===== config.mk =====
export PLATFORM = sky130hd
export DESIGN_NAME = disp_pwr_seq
export DESIGN_NICKNAME = d
export VERILOG_FILES = /design/src/rtl/dps_pkg.sv /design/src/rtl/dps_step_rom.sv /design/src/rtl/dps_ms_timer.sv /design/src/rtl/disp_pwr_seq.sv
export SDC_FILE = /design/constraint.sdc
export NUM_CORES = 1
export LEC_CHECK = 0
export ABC_CLOCK_PERIOD_IN_PS = 2300
export BUFFER_PORTS_ARGS = -buffer_cell sky130_fd_sc_hd__buf_2
export CORE_MARGIN = 3
export CORE_UTILIZATION = 57
export CTS_CLUSTER_DIAMETER = 50
export DETAILED_ROUTE_END_ITERATION = 7
export GPL_TIMING_DRIVEN = 0
export PLACE_DENSITY = 0.9
export REMOVE_ABC_BUFFERS = 1
export SLEW_MARGIN = 40
export SYNTH_ARGS = -nofsm -noshare
export SYNTH_HDL_FRONTEND = slang
export SYNTH_SLANG_ARGS = --single-unit
export TNS_END_PERCENT = 5

===== constraint.sdc =====
create_clock -name clk -period 2.3 [get_ports clk]
set_input_delay 0.345 -clock clk [delete_from_list [all_inputs] [get_ports clk]]
set_output_delay 0.345 -clock clk [all_outputs]
set_load 0.02 [all_outputs]

===== src/rtl/dps_pkg.sv =====
package dps_pkg;

   localparam int ADDR_W = 8;
   localparam int DATA_W = 16;
   localparam int LEN_W  = 2;
   localparam int DLY_W  = 2;

   // step table layout: enable run first, shutdown run after it
   localparam int PRE_COUNT = 3;
   localparam int EN_FIRST  = 0;
   localparam int EN_LAST   = 13;
   localparam int DIS_FIRST = 14;
   localparam int DIS_LAST  = 17;
   localparam int ROM_DEPTH = 18;

   typedef enum logic [1:0] {S_IDLE, S_ISSUE, S_WAIT} seq_state_e;

   typedef struct packed {
      logic [ADDR_W-1:0] addr;
      logic [LEN_W-1:0]  len;
      logic [DATA_W-1:0] data;
      logic [DLY_W-1:0]  dly;
   } step_t;

   function automatic step_t mk(input logic [ADDR_W-1:0] a, input logic [LEN_W-1:0] l,
                                input logic [DATA_W-1:0] d, input logic [DLY_W-1:0] w);
      step_t s;
      s.addr = a;
      s.len  = l;
      s.data = d;
      s.dly  = w;
      return s;
   endfunction

   function automatic step_t step_at(input int i);
      case (i)
         0, 1, 2: return mk(8'h00, 2'd0, 16'h0000, 2'd1);
         3:  return mk(8'hB0, 2'd1, 16'h0017, 2'd0);
         4:  return mk(8'hBC, 2'd1, 16'h0080, 2'd0);
         5:  return mk(8'h3B, 2'd1, 16'h0000, 2'd0);
         6:  return mk(8'hB0, 2'd1, 16'h0016, 2'd0);
         7:  return mk(8'hB8, 2'd2, 16'hFFF9, 2'd0);
         8:  return mk(8'h11, 2'd0, 16'h0000, 2'd0);
         9:  return mk(8'hBA, 2'd1, 16'h0001, 2'd0);
         10: return mk(8'h3A, 2'd1, 16'h0060, 2'd0);
         11: return mk(8'hB6, 2'd1, 16'h0040, 2'd0);
         12: return mk(8'hEC, 2'd2, 16'h01F0, 2'd0);
         13: return mk(8'h29, 2'd0, 16'h0000, 2'd0);
         14: return mk(8'h28, 2'd0, 16'h0000, 2'd0);
         15: return mk(8'hB8, 2'd2, 16'h8002, 2'd0);
         16: return mk(8'h10, 2'd0, 16'h0000, 2'd0);
         17: return mk(8'hB0, 2'd1, 16'h0000, 2'd0);
         default: return '0;
      endcase
   endfunction

endpackage


===== src/rtl/dps_step_rom.sv =====
module dps_step_rom
   import dps_pkg::*;
#(
   parameter int IDX_W = 5
) (
   input  logic [IDX_W-1:0] idx,
   output step_t            step
);

   if (2 ** IDX_W < ROM_DEPTH) begin : g_bad_idx
      $error("dps_step_rom: IDX_W too narrow for the step table");
   end

   always_comb step = step_at(int'(idx));

endmodule


===== src/rtl/dps_ms_timer.sv =====
module dps_ms_timer #(
   parameter int TICKS_PER_MS = 100_000,
   parameter int DLY_W        = 2
) (
   input  logic             clk,
   input  logic             rst_n,
   input  logic             load,
   input  logic [DLY_W-1:0] ms_in,
   output logic             expire
);

   if (TICKS_PER_MS < 1) begin : g_bad_ticks
      $error("dps_ms_timer: TICKS_PER_MS must be at least 1");
   end

   logic [DLY_W-1:0] rem;
   logic             tick;

   if (TICKS_PER_MS > 1) begin : g_prescale
      localparam int PW = $clog2(TICKS_PER_MS);
      logic [PW-1:0] pre;
      assign tick = (pre == PW'(TICKS_PER_MS - 1));
      always_ff @(posedge clk or negedge rst_n) begin
         if (!rst_n)           pre <= '0;
         else if (load)        pre <= '0;
         else if (rem != '0)   pre <= tick ? '0 : pre + 1'b1;
      end
   end else begin : g_direct
      assign tick = 1'b1;
   end

   always_ff @(posedge clk or negedge rst_n) begin
      if (!rst_n)                   rem <= '0;
      else if (load)                rem <= ms_in;
      else if (rem != '0 && tick)   rem <= rem - 1'b1;
   end

   assign expire = (rem == DLY_W'(1)) && tick;

endmodule


===== src/rtl/disp_pwr_seq.sv =====
module disp_pwr_seq
   import dps_pkg::*;
#(
   parameter int CLK_HZ = 100_000_000
) (
   input  logic              clk,
   input  logic              rst_n,
   input  logic              enable_req,
   input  logic              disable_req,
   output logic              wr_valid,
   output logic [ADDR_W-1:0] wr_addr,
   output logic [LEN_W-1:0]  wr_len,
   output logic [DATA_W-1:0] wr_data,
   input  logic              wr_ack,
   input  logic              wr_err,
   output logic              busy,
   output logic              active,
   output logic              err_flag
);

   localparam int TICKS_PER_MS = CLK_HZ / 1000;
   localparam int IDX_W        = $clog2(ROM_DEPTH);

   if (CLK_HZ < 1000) begin : g_bad_clk
      $error("disp_pwr_seq: CLK_HZ must be at least 1000");
   end

   seq_state_e       state;
   logic [IDX_W-1:0] idx;
   logic             dir_en;
   logic             active_q;
   logic             err_q;
   step_t            cur;
   logic             expire;

   dps_step_rom #(.IDX_W(IDX_W)) u_rom (
      .idx  (idx),
      .step (cur)
   );

   logic is_pre, at_last, abort, tmr_load, step_done, has_dly;

   assign has_dly   = (cur.dly != '0);
   assign is_pre    = dir_en && (idx < IDX_W'(PRE_COUNT));
   assign at_last   = dir_en ? (idx == IDX_W'(EN_LAST)) : (idx == IDX_W'(DIS_LAST));
   assign abort     = (state == S_ISSUE) && wr_ack && wr_err && is_pre;
   assign tmr_load  = (state == S_ISSUE) && wr_ack && !abort && has_dly;
   assign step_done = ((state == S_ISSUE) && wr_ack && !abort && !has_dly) ||
                      ((state == S_WAIT) && expire);

   dps_ms_timer #(.TICKS_PER_MS(TICKS_PER_MS), .DLY_W(DLY_W)) u_tmr (
      .clk    (clk),
      .rst_n  (rst_n),
      .load   (tmr_load),
      .ms_in  (cur.dly),
      .expire (expire)
   );

   always_ff @(posedge clk or negedge rst_n) begin
      if (!rst_n) begin
         state    <= S_IDLE;
         idx      <= '0;
         dir_en   <= 1'b0;
         active_q <= 1'b0;
         err_q    <= 1'b0;
      end else begin
         case (state)
            S_IDLE: begin
               if (!active_q && enable_req) begin
                  idx    <= IDX_W'(EN_FIRST);
                  dir_en <= 1'b1;
                  err_q  <= 1'b0;
                  state  <= S_ISSUE;
               end else if (active_q && disable_req) begin
                  idx    <= IDX_W'(DIS_FIRST);
                  dir_en <= 1'b0;
                  err_q  <= 1'b0;
                  state  <= S_ISSUE;
               end
            end
            S_ISSUE: begin
               if (wr_ack) begin
                  if (wr_err)       err_q <= 1'b1;
                  if (abort)        state <= S_IDLE;
                  else if (has_dly) state <= S_WAIT;
               end
            end
            S_WAIT: ;
            default: state <= S_IDLE;
         endcase
         if (step_done) begin
            if (at_last) begin
               state    <= S_IDLE;
               active_q <= dir_en;
            end else begin
               idx   <= idx + 1'b1;
               state <= S_ISSUE;
            end
         end
      end
   end

   assign wr_valid = (state == S_ISSUE);
   assign wr_addr  = cur.addr;
   assign wr_len   = cur.len;
   assign wr_data  = cur.data;
   assign busy     = (state != S_IDLE);
   assign active   = active_q;
   assign err_flag = err_q;

endmodule


# Word-level counts from Yosys, hierarchy flattened
# Memory sizes are Yosys's and may differ from the RTL's.
# Index checks and enable logic that the tools add are counted.
[classes]
add_sub_neg = 3
magnitude_cmp = 1
eq_ne = 13
muxes = 25
n_reduce_logical = 28
[ops]
columns = ["operator", "count"]
rows = [
  ["2-to-1 mux 17 bit", 3],
  ["2-to-1 mux 5 bit", 5],
  ["adder 17 x 1 -> 17 bit, second input constant", 1],
  ["equality test 17 bit, second input constant", 1],
  ["2-to-1 mux 2 bit", 8],
  ["nonzero test 2 bit", 7],
  ["logical AND 1 bit", 12],
  ["AND reduction 4 bit", 2],
  ["2-to-1 mux 1 bit", 7],
  ["case mux 2 bit (3 select lines)", 1],
  ["adder 5 x 1 -> 5 bit, second input constant", 1],
  ["equality test 5 x 4 -> 1 bit, second input constant", 1],
  ["equality test 5 bit, second input constant", 1],
  ["< comparator 5 x 2 -> 1 bit, second input constant", 1],
  ["equality test 2 x 1 -> 1 bit, second input constant", 2],
  ["!= test 2 x 1 -> 1 bit, second input constant", 2],
  ["!= test 4 x 1 -> 1 bit, second input constant", 1],
  ["!= test 4 bit, second input constant", 1],
  ["AND reduction 2 bit", 2],
  ["logical NOT 1 bit", 3],
  ["!= test 3 x 1 -> 1 bit, second input constant", 1],
  ["!= test 3 bit, second input constant", 1],
  ["equality test 2 bit, second input constant", 1],
  ["logical NOT 2 bit", 1],
  ["other kinds (4)", 4],
]
[totals]
reg_bits = 29
mem_bits_ro = 864
input_bits = 6
out_inout_bits = 30
elab_cells = 78
n_memories = 1
[mem_list]
columns = ["name", "words", "word_bits", "rd", "rd_clocked_by_memory_dff", "wr", "line_no", "text"]
rows = [
  ["(no name shown)", 32, 27, 1, 0, 0, "dps_pkg.sv:36", "case (i)"],
]

# Longest topological paths before layout
# Gate-level depths: netlist (run 1).
[depth]
ltp_word = 10
mapped_depth = 8
ltp_nobuf = 8

# By module
# A second synthesis (run 1) with hierarchy kept.
[hier_totals]
hier_cells = 270
area_unflattened_um2 = 2287.2
[by_module_without_submodules]
columns = ["module", "n_inst", "cells_per_inst", "area_each_um2", "seq_area_each_um2"]
rows = [
  ["dps_ms_timer", 1, 120, 1111.1, 475.5],
  ["disp_pwr_seq", 1, 63, 609.3, 250.2],
  ["dps_step_rom", 1, 87, 566.8, 0.0],
]

# Worst setup path before layout (run 1)
# OpenSTA, ideal clock, no wires.
[synth_timing]
kind = "reg2out"
startpoint = "reg idx[1]"
endpoint = "out wr_data[1]"
arrival_ns = 1.611
required_ns = 1.955
path_slack_ns = 0.344
stages_incl_launch_ff = 5
path_cell_list = "dfrtp_1 ha_1 ha_1 nor2b_1 a21o_1"
[synth_via]
elab_chain_cells = 1
[synth_rtl]
columns = ["item", "line_no", "text"]
rows = [
  ["from (decl)", "disp_pwr_seq.sv:29", "logic [IDX_W-1:0] idx;"],
  ["from (signal assigned)", "disp_pwr_seq.sv:70", "idx <= IDX_W'(EN_FIRST);"],
  ["from (signal assigned)", "disp_pwr_seq.sv:75", "idx <= IDX_W'(DIS_FIRST);"],
  ["from (signal assigned)", "disp_pwr_seq.sv:96", "idx <= idx + 1'b1;"],
  ["memory read (32 x 27 bit)", "--", ""],
  ["to (decl)", "disp_pwr_seq.sv:13", "output logic [DATA_W-1:0] wr_data,"],
]
# No other way between the ends.

# Worst setup path after layout (run 1)
[layout_timing]
startpoint = "reg idx[2]"
endpoint = "out wr_addr[5]"
[layout_via]
elab_chain_cells = 1
[layout_rtl]
columns = ["item", "line_no", "text"]
rows = [
  ["memory read (32 x 27 bit)", "--", ""],
  ["to (decl)", "disp_pwr_seq.sv:11", "output logic [ADDR_W-1:0] wr_addr,"],
]
# No other way between the ends.

==> results of run 1 <==
-- state kept, by name, summed over array words and instances, names as in the netlist --
register and flops:
idx 5, dir_en 1, u_tmr.rem 2, active 1
u_tmr.g_prescale.pre 17, err_flag 1, state 2
-- layout by cell type, fill, tap and decap left out, types with 2 or more instances in the layout --
cell / netlist / routed
buf_2: 4 / 35
dfrtp_1: 29 / 24
nand2_1: 22 / 22
a21oi_1: 22 / 21
nor2_1: 19 / 19
o21ai_0: 17 / 17
inv_1: 13 / 13
ha_1: 13 / 12
nand3_1: 11 / 11
a31oi_1: 9 / 9
nor2b_1: 6 / 6
mux2i_1: 6 / 6
or3_1: 5 / 5
clkbuf_8: 0 / 5
nand2b_1: 4 / 4
nor3_1: 4 / 4
and3_1: 4 / 4
nand4_1: 4 / 4
xnor2_1: 4 / 4
dfrtp_2: 0 / 4
and2_1: 3 / 3
and4_1: 3 / 3
nand3b_1: 3 / 3
buf_4: 6 / 3
o22ai_1: 2 / 2
o32ai_1: 2 / 2
or2_2: 2 / 2
a21o_1: 2 / 2
o21ai_1: 2 / 2
xor2_1: 2 / 2
or4_1: 2 / 2
clkinv_2: 0 / 2
-- routing by layer --
| layer | routed length (um) | track usage (%) | up-vias |
|---|---|---|---|
| met5 | 0 | 0 | - |
| met4 | 51 | 8.03 | 0 |
| met3 | 289 | 4.86 | 6 |
| met2 | 2430 | 36.8 | 63 |
| met1 | 2200 | 27.6 | 946 |
| li1 | - | - | 1007 |
-- metrics by stage --
stage	hold WS, ns	worst slack (ns)	TNS (ns)	instance area (um2)	power (mW)
after floorplan	0.0494	-0.363	-0.550	2150	1.05
after global placement	0.398	-0.0145	-0.0152	2380	1.16
after detailed placement	0.403	-0.0240	-0.0240	2380	1.19
after CTS	0.0912	0.0182	0	2480	1.60
after global routing	0.114	-0.0639	-0.101	2510	1.70
final	0.0672	0.0136	0	2510	1.59
-- worst paths after layout --
path | depth (start not counted) | slack [ns] | from | endpoint
max | 6 | 0.01 | idx[2] | wr_addr[5]
min | 1 | 0.07 | rst_n | idx[2]
max reg2reg | 5 | 0.15 | idx[2] | u_tmr.rem[1]
min reg2reg | 1 | 0.52 | u_tmr.rem[1] | u_tmr.rem[1]
max in group asynchronous | 1 | 1.77 | rst_n | idx[2]
min in group clk | 4 | 0.39 | disable_req | err_flag
-- cell families (layout without fill, tap and decap cells) --
kind of cell	after synthesis	after routing	synth area share (%)
simple gates	106	106	28.1
compound gates	69	69	19.5
buf+inv	32	60	6.58
flops	29	29	32.3
fa+ha+maj	13	13	7.25
mux	8	8	3.85
xor+xnor	6	6	2.34
-- worst max-delay path, stage by stage, from the launching register on --
cell	delay, ns
dfrtp_4	0.59
inv_1	0.21
ha_1	0.25
inv_1	0.10
o22ai_1	0.19
o32ai_1	0.12
buf_2	0.18
-- where the power goes --
part	switching [mW]	internal (mW)
clock network	0.196	0.209
registers	0.139	0.623
logic	0.249	0.177
-- cell type report --
cell class              count  area [um2]
inverters                  14        52.6
well taps                  48        60.1
clock inverters             2        10.0
repair buffers             38         198
clock buffers               6        72.6
flip-flops and latches     29         734
multi-input cells         202        1390
fillers                   301        1200
-- repair_timing --
| item | in CTS | in global routing |
|---|---|---|
| gates cloned | 0 | 0 |
| endpoints found under the hold margin | 0 | 0 |
| setup buffers | 0 | 3 |
| gates resized for setup | 6 | 3 |
| endpoints found under the setup margin | 6 | 5 |
==> impl_metrics.py, run 1 <==
metrics = {
    "outcome": {
        "status": "finished, final reports clean",
    },
    "routing": {
        "dr.pass1.iters": 5,
        "post_drt_wl_per_cell_um": 14.7,
        "drt-initial-drc-count": 146,
        "drcViolationCount": 0,
        "dr_total_vias": 2022,
        "vias_per_cell": 5.96,
        "wl_mm": 4.98,
        "ant_nets": 0,
    },
    "placed_design": {
        "hpwlAfterDp_mm": 3.38,
        "place.gp.congestion": 0.833,
        "placed_cells": 328,
        "port_buffers": 35,
    },
    "clock_network": {
        "cts_max_level": 2,
        "postCtsHoldBufs": 0,
        "clk_pin_slew_worst_paths_ns": 0.07,
        "clock_tree.buffer_depth": 2,
        "cts-root-buf": "clkbuf_8",
        "clock_sinks": 29,
        "cts_buffers": 5,
        "cts_tree": "yes",
        "clk_latency_ns": 0.29,
    },
    "timing": {
        "fin_skew_ns": 0.0111,
        "tightest_slew_ns": 0.747,
        "final.period_utilization_pct": 99.4,
        "slew_headroom_pct": 50.2,
        "period_minus_slack_ns": 2.29,
        "hold_viol_final": 0,
        "rsz0062_at_grt": "yes",
        "setup_viol": 0,
        "fmax_mhz": 437,
        "maxSlewViolCount": 0,
    },
    "yosys": {
        "synthCells": 263,
        "synthMostInstantiatedCell": "dfrtp_1",
        "yosysTopAreaCell": "dfrtp_1",
        "synth_common_cells": "dfrtp_1 (29), a21oi_1 (22), nand2_1 (22)",
        "avgSynthCellArea_um2": 8.53,
        "ys_seq_elements": 29,
        "synthArstFlopShare_pct": 100,
        "yosys_most_used_dff": "dfrtp_1",
        "ys_seq_area_share_pct": 32.3,
        "ys_warn_count": 0,
        "ys_top_cells_by_area": "dfrtp_1 (32%), ha_1 (7.3%), a21oi_1 (4.9%)",
        "ys_types": 61,
        "syn_area_mm2": 0.00224,
        "yosys.area.top_type_share_pct": 32.3,
        "synth_edf_count": 0,
    },
    "die": {
        "io_pins": 36,
        "die_h_um": 68.7,
        "dieArea_mm2": 0.00472,
        "fp-row-count": 22,
        "die_w_um": 68.7,
        "coreArea_mm2": 0.00372,
        "initial_utilization_pct": 60.4,
    },
    "grt": {
        "grt_pass1_wl_mm": 7.81,
        "grt_pass1_vias": 1741,
        "gr-usage-all-layers_pct": 21.9,
        "antenna_found_initial": 0,
        "grt_start_max_net_pins": 30,
        "grt-ovfl-total": 0,
    },
    "pwr": {
        "powerDensity_mw_per_mm2": 634,
        "ir_drop_mv": 0.583,
        "p_leak_nw": 1.17,
    },
    "hold_path": {
        "hold_class": "primary input to asynchronous set/reset pin",
    },
    "final_layout": {
        "nNetsFinal": 309,
        "final_util_pct": 67.6,
        "antenna_cells": 0,
        "drive_gt1_share_pct": 23.7,
        "area_growth_pct": 12.0,
        "final_cell_count_no_fill": 339,
    },
    "worst_setup_path": {
        "cp-start-kind": "flip-flop",
        "worstPathRequired_ns": 1.96,
        "crit_type": "flip-flop to output port",
        "worstPathMaxFanout": 24,
        "cp.arrival_ns": 1.94,
        "endpoint_kind": "output port",
    },
    "job": {
        "maxCapViolCount": 0,
    },
}
Power figures use the tool's default switching activity.
==> run 2: changes to the inputs <==
CTS_BUF_LIST = sky130_fd_sc_hd__clkbuf_4 sky130_fd_sc_hd__clkbuf_8 sky130_fd_sc_hd__clkbuf_16   (was not set)
==> run 2 against run 1 <==
Compared with the run above:
- global-route usage did not move
- sequential power barely moved
- die area is the same
- clock skew shrank 0.0015 ns
- critical path type unchanged
- critical endpoint unchanged
- largest cell class unchanged
- highest routed layer unchanged
==> impl_metrics.py, run 2 (synthesis results as in run 1) <==
metrics = {
    "placed_design": {
        "placed_cell_area_mm2": 0.00238,
        "port_buffers": 35,
        "hpwlAfterDp_mm": 3.38,
        "place.gp.congestion": 0.833,
    },
    "worst_setup_path": {
        "cpMostUsedCell": "inv_1",
        "endpoint_kind": "output port",
        "cp-start-kind": "flip-flop",
        "slowest_stage": "dfrtp_4",
        "path_cells": "inv_1 -> ha_1 -> inv_1 -> o22ai_1 -> o32ai_1 -> buf_2",
        "worstPathMaxFanout": 24,
        "crit_type": "flip-flop to output port",
        "worstPathRequired_ns": 1.96,
        "max_stage_delay_ns": 0.59,
        "cp.arrival_ns": 1.93,
    },
    "routing": {
        "drcViolationCount": 0,
        "ant_nets": 0,
        "wl_mm": 5.03,
        "post_drt_wl_per_cell_um": 14.8,
        "dr.pass1.iters": 4,
        "drt-initial-drc-count": 147,
        "dr_total_vias": 2044,
        "vias_per_cell": 6.03,
    },
    "grt": {
        "grt_start_max_net_pins": 30,
        "grt_pass1_vias": 1762,
        "antenna_found_initial": 0,
        "grt-ovfl-total": 0,
        "gr-usage-all-layers_pct": 21.9,
        "grt_pass1_wl_mm": 7.89,
    },
    "final_layout": {
        "nNetsFinal": 309,
        "area_growth_pct": 12.2,
        "drive_gt1_share_pct": 24.1,
        "layout_common_cells": "buf_2 (35), dfrtp_1 (24), nand2_1 (22)",
        "largest_register_ff_count": 17,
        "antenna_cells": 0,
        "final_common_cell": "buf_2",
        "nFillCells": 301,
        "final_util_pct": 67.7,
        "regMostFlops": "u_tmr.g_prescale.pre",
        "design_area_mm2": 0.00252,
        "reg.largest.list": "u_tmr.g_prescale.pre: 17 flops, idx: 5 flops",
    },
    "timing": {
        "fin_skew_ns": 0.00956,
        "fin_tns_setup_ns": 0,
        "fmax_mhz": 440,
        "rsz0062_at_grt": "yes",
        "maxSlewViolCount": 0,
        "final.period_utilization_pct": 98.9,
        "tightest_slew_ns": 0.742,
        "slew_headroom_pct": 50.5,
        "period_minus_slack_ns": 2.27,
        "hold_viol_final": 0,
        "setup_viol": 0,
    },
    "pwr": {
        "p_int_mw": 1.02,
        "p_leak_nw": 1.17,
        "pwr-share-seq_pct": 47.5,
        "p_clk_share_pct": 26.0,
        "switchingPower_mw": 0.583,
        "finalPower_mw": 1.60,
        "ir_drop_mv": 0.556,
        "powerDensity_mw_per_mm2": 637,
        "switching_share_pct": 36.4,
        "p_comb_share_pct": 26.5,
    },
    "clock_network": {
        "clock_tree.buffer_depth": 2,
        "cts_max_level": 2,
        "cts_tree": "yes",
        "clk_pin_slew_worst_paths_ns": 0.07,
        "postCtsHoldBufs": 0,
        "cts_buffers": 5,
        "clock_sinks": 29,
        "clk_latency_ns": 0.29,
        "cts-root-buf": "clkbuf_8",
    },
    "die": {
        "fp-row-count": 22,
        "die_h_um": 68.7,
        "coreArea_mm2": 0.00372,
        "dieArea_mm2": 0.00472,
        "initial_utilization_pct": 60.4,
        "io_pins": 36,
        "die_w_um": 68.7,
    },
    "outcome": {
        "status": "finished, final reports clean",
    },
    "hold_path": {
        "hold_class": "primary input to asynchronous set/reset pin",
    },
    "job": {
        "maxCapViolCount": 0,
    },
}
[run 2: power by group through the flow]
stage / Combinational, mW / Sequential, mW / Clock, mW
final: 0.426 / 0.762 / 0.417
after global routing: 0.484 / 0.780 / 0.444
after CTS: 0.430 / 0.758 / 0.424
after detailed placement: 0.423 / 0.763 / 0
after global placement: 0.408 / 0.756 / 0
after floorplan: 0.309 / 0.743 / 0
[run 2: layout make-up]
type	instances	area, um2	share of cell area [%]
multi-input combinational	202	1390	55.1
clock buffer	6	76.3	3.03
sequential	29	734	29.2
tap	48	60.1	2.39
inverter	14	52.6	2.09
timing repair buffer	38	198	7.85
clock inverter	2	10.0	0.398
[run 2: path summary, 6_finish.rpt]
check	to	slack, ns	depth (start not counted)	start
min in group clk	err_flag	0.39	4	disable_req
worst max register to register	u_tmr.rem[1]	0.16	5	idx[2]
worst min-delay path	u_tmr.g_prescale.pre[12]	0.08	1	rst_n
worst min register to register	u_tmr.rem[1]	0.52	1	u_tmr.rem[1]
worst max-delay path	wr_addr[5]	0.03	6	idx[2]
max in group asynchronous	idx[2]	1.75	1	rst_n
[run 2: critical path: cells and delay by family (launching register included)]
family / cells / cell delay, ns
flops: 1 / 0.59
buf+inv: 3 / 0.49
compound gates: 2 / 0.31
fa+ha+maj: 1 / 0.25
[run 2: what timing repair did]
action	4_1_cts	5_1_grt
resized for setup	6	3
setup buffers	0	3
setup endpoints to repair	6	5
pin swaps	0	0
[run 2: metal layers]
| metal | track usage (%) | part of all wire [%] |
|---|---|---|
| met2 | 37.4 | 48 |
| met1 | 27.5 | 44 |
| met5 | 0 | 0 |
| met3 | 4.38 | 5.6 |
| met4 | 7.79 | 1.7 |
[run 2: per-stage QoR]
stage	hold WS [ns]	setup slack, ns	std cells
floorplan	0.0494	-0.363	245
global placement	0.398	-0.0145	328
detailed placement	0.403	-0.0240	328
CTS	0.0915	0.0185	336
global route	0.115	-0.0614	339
finish	0.0751	0.0264	339
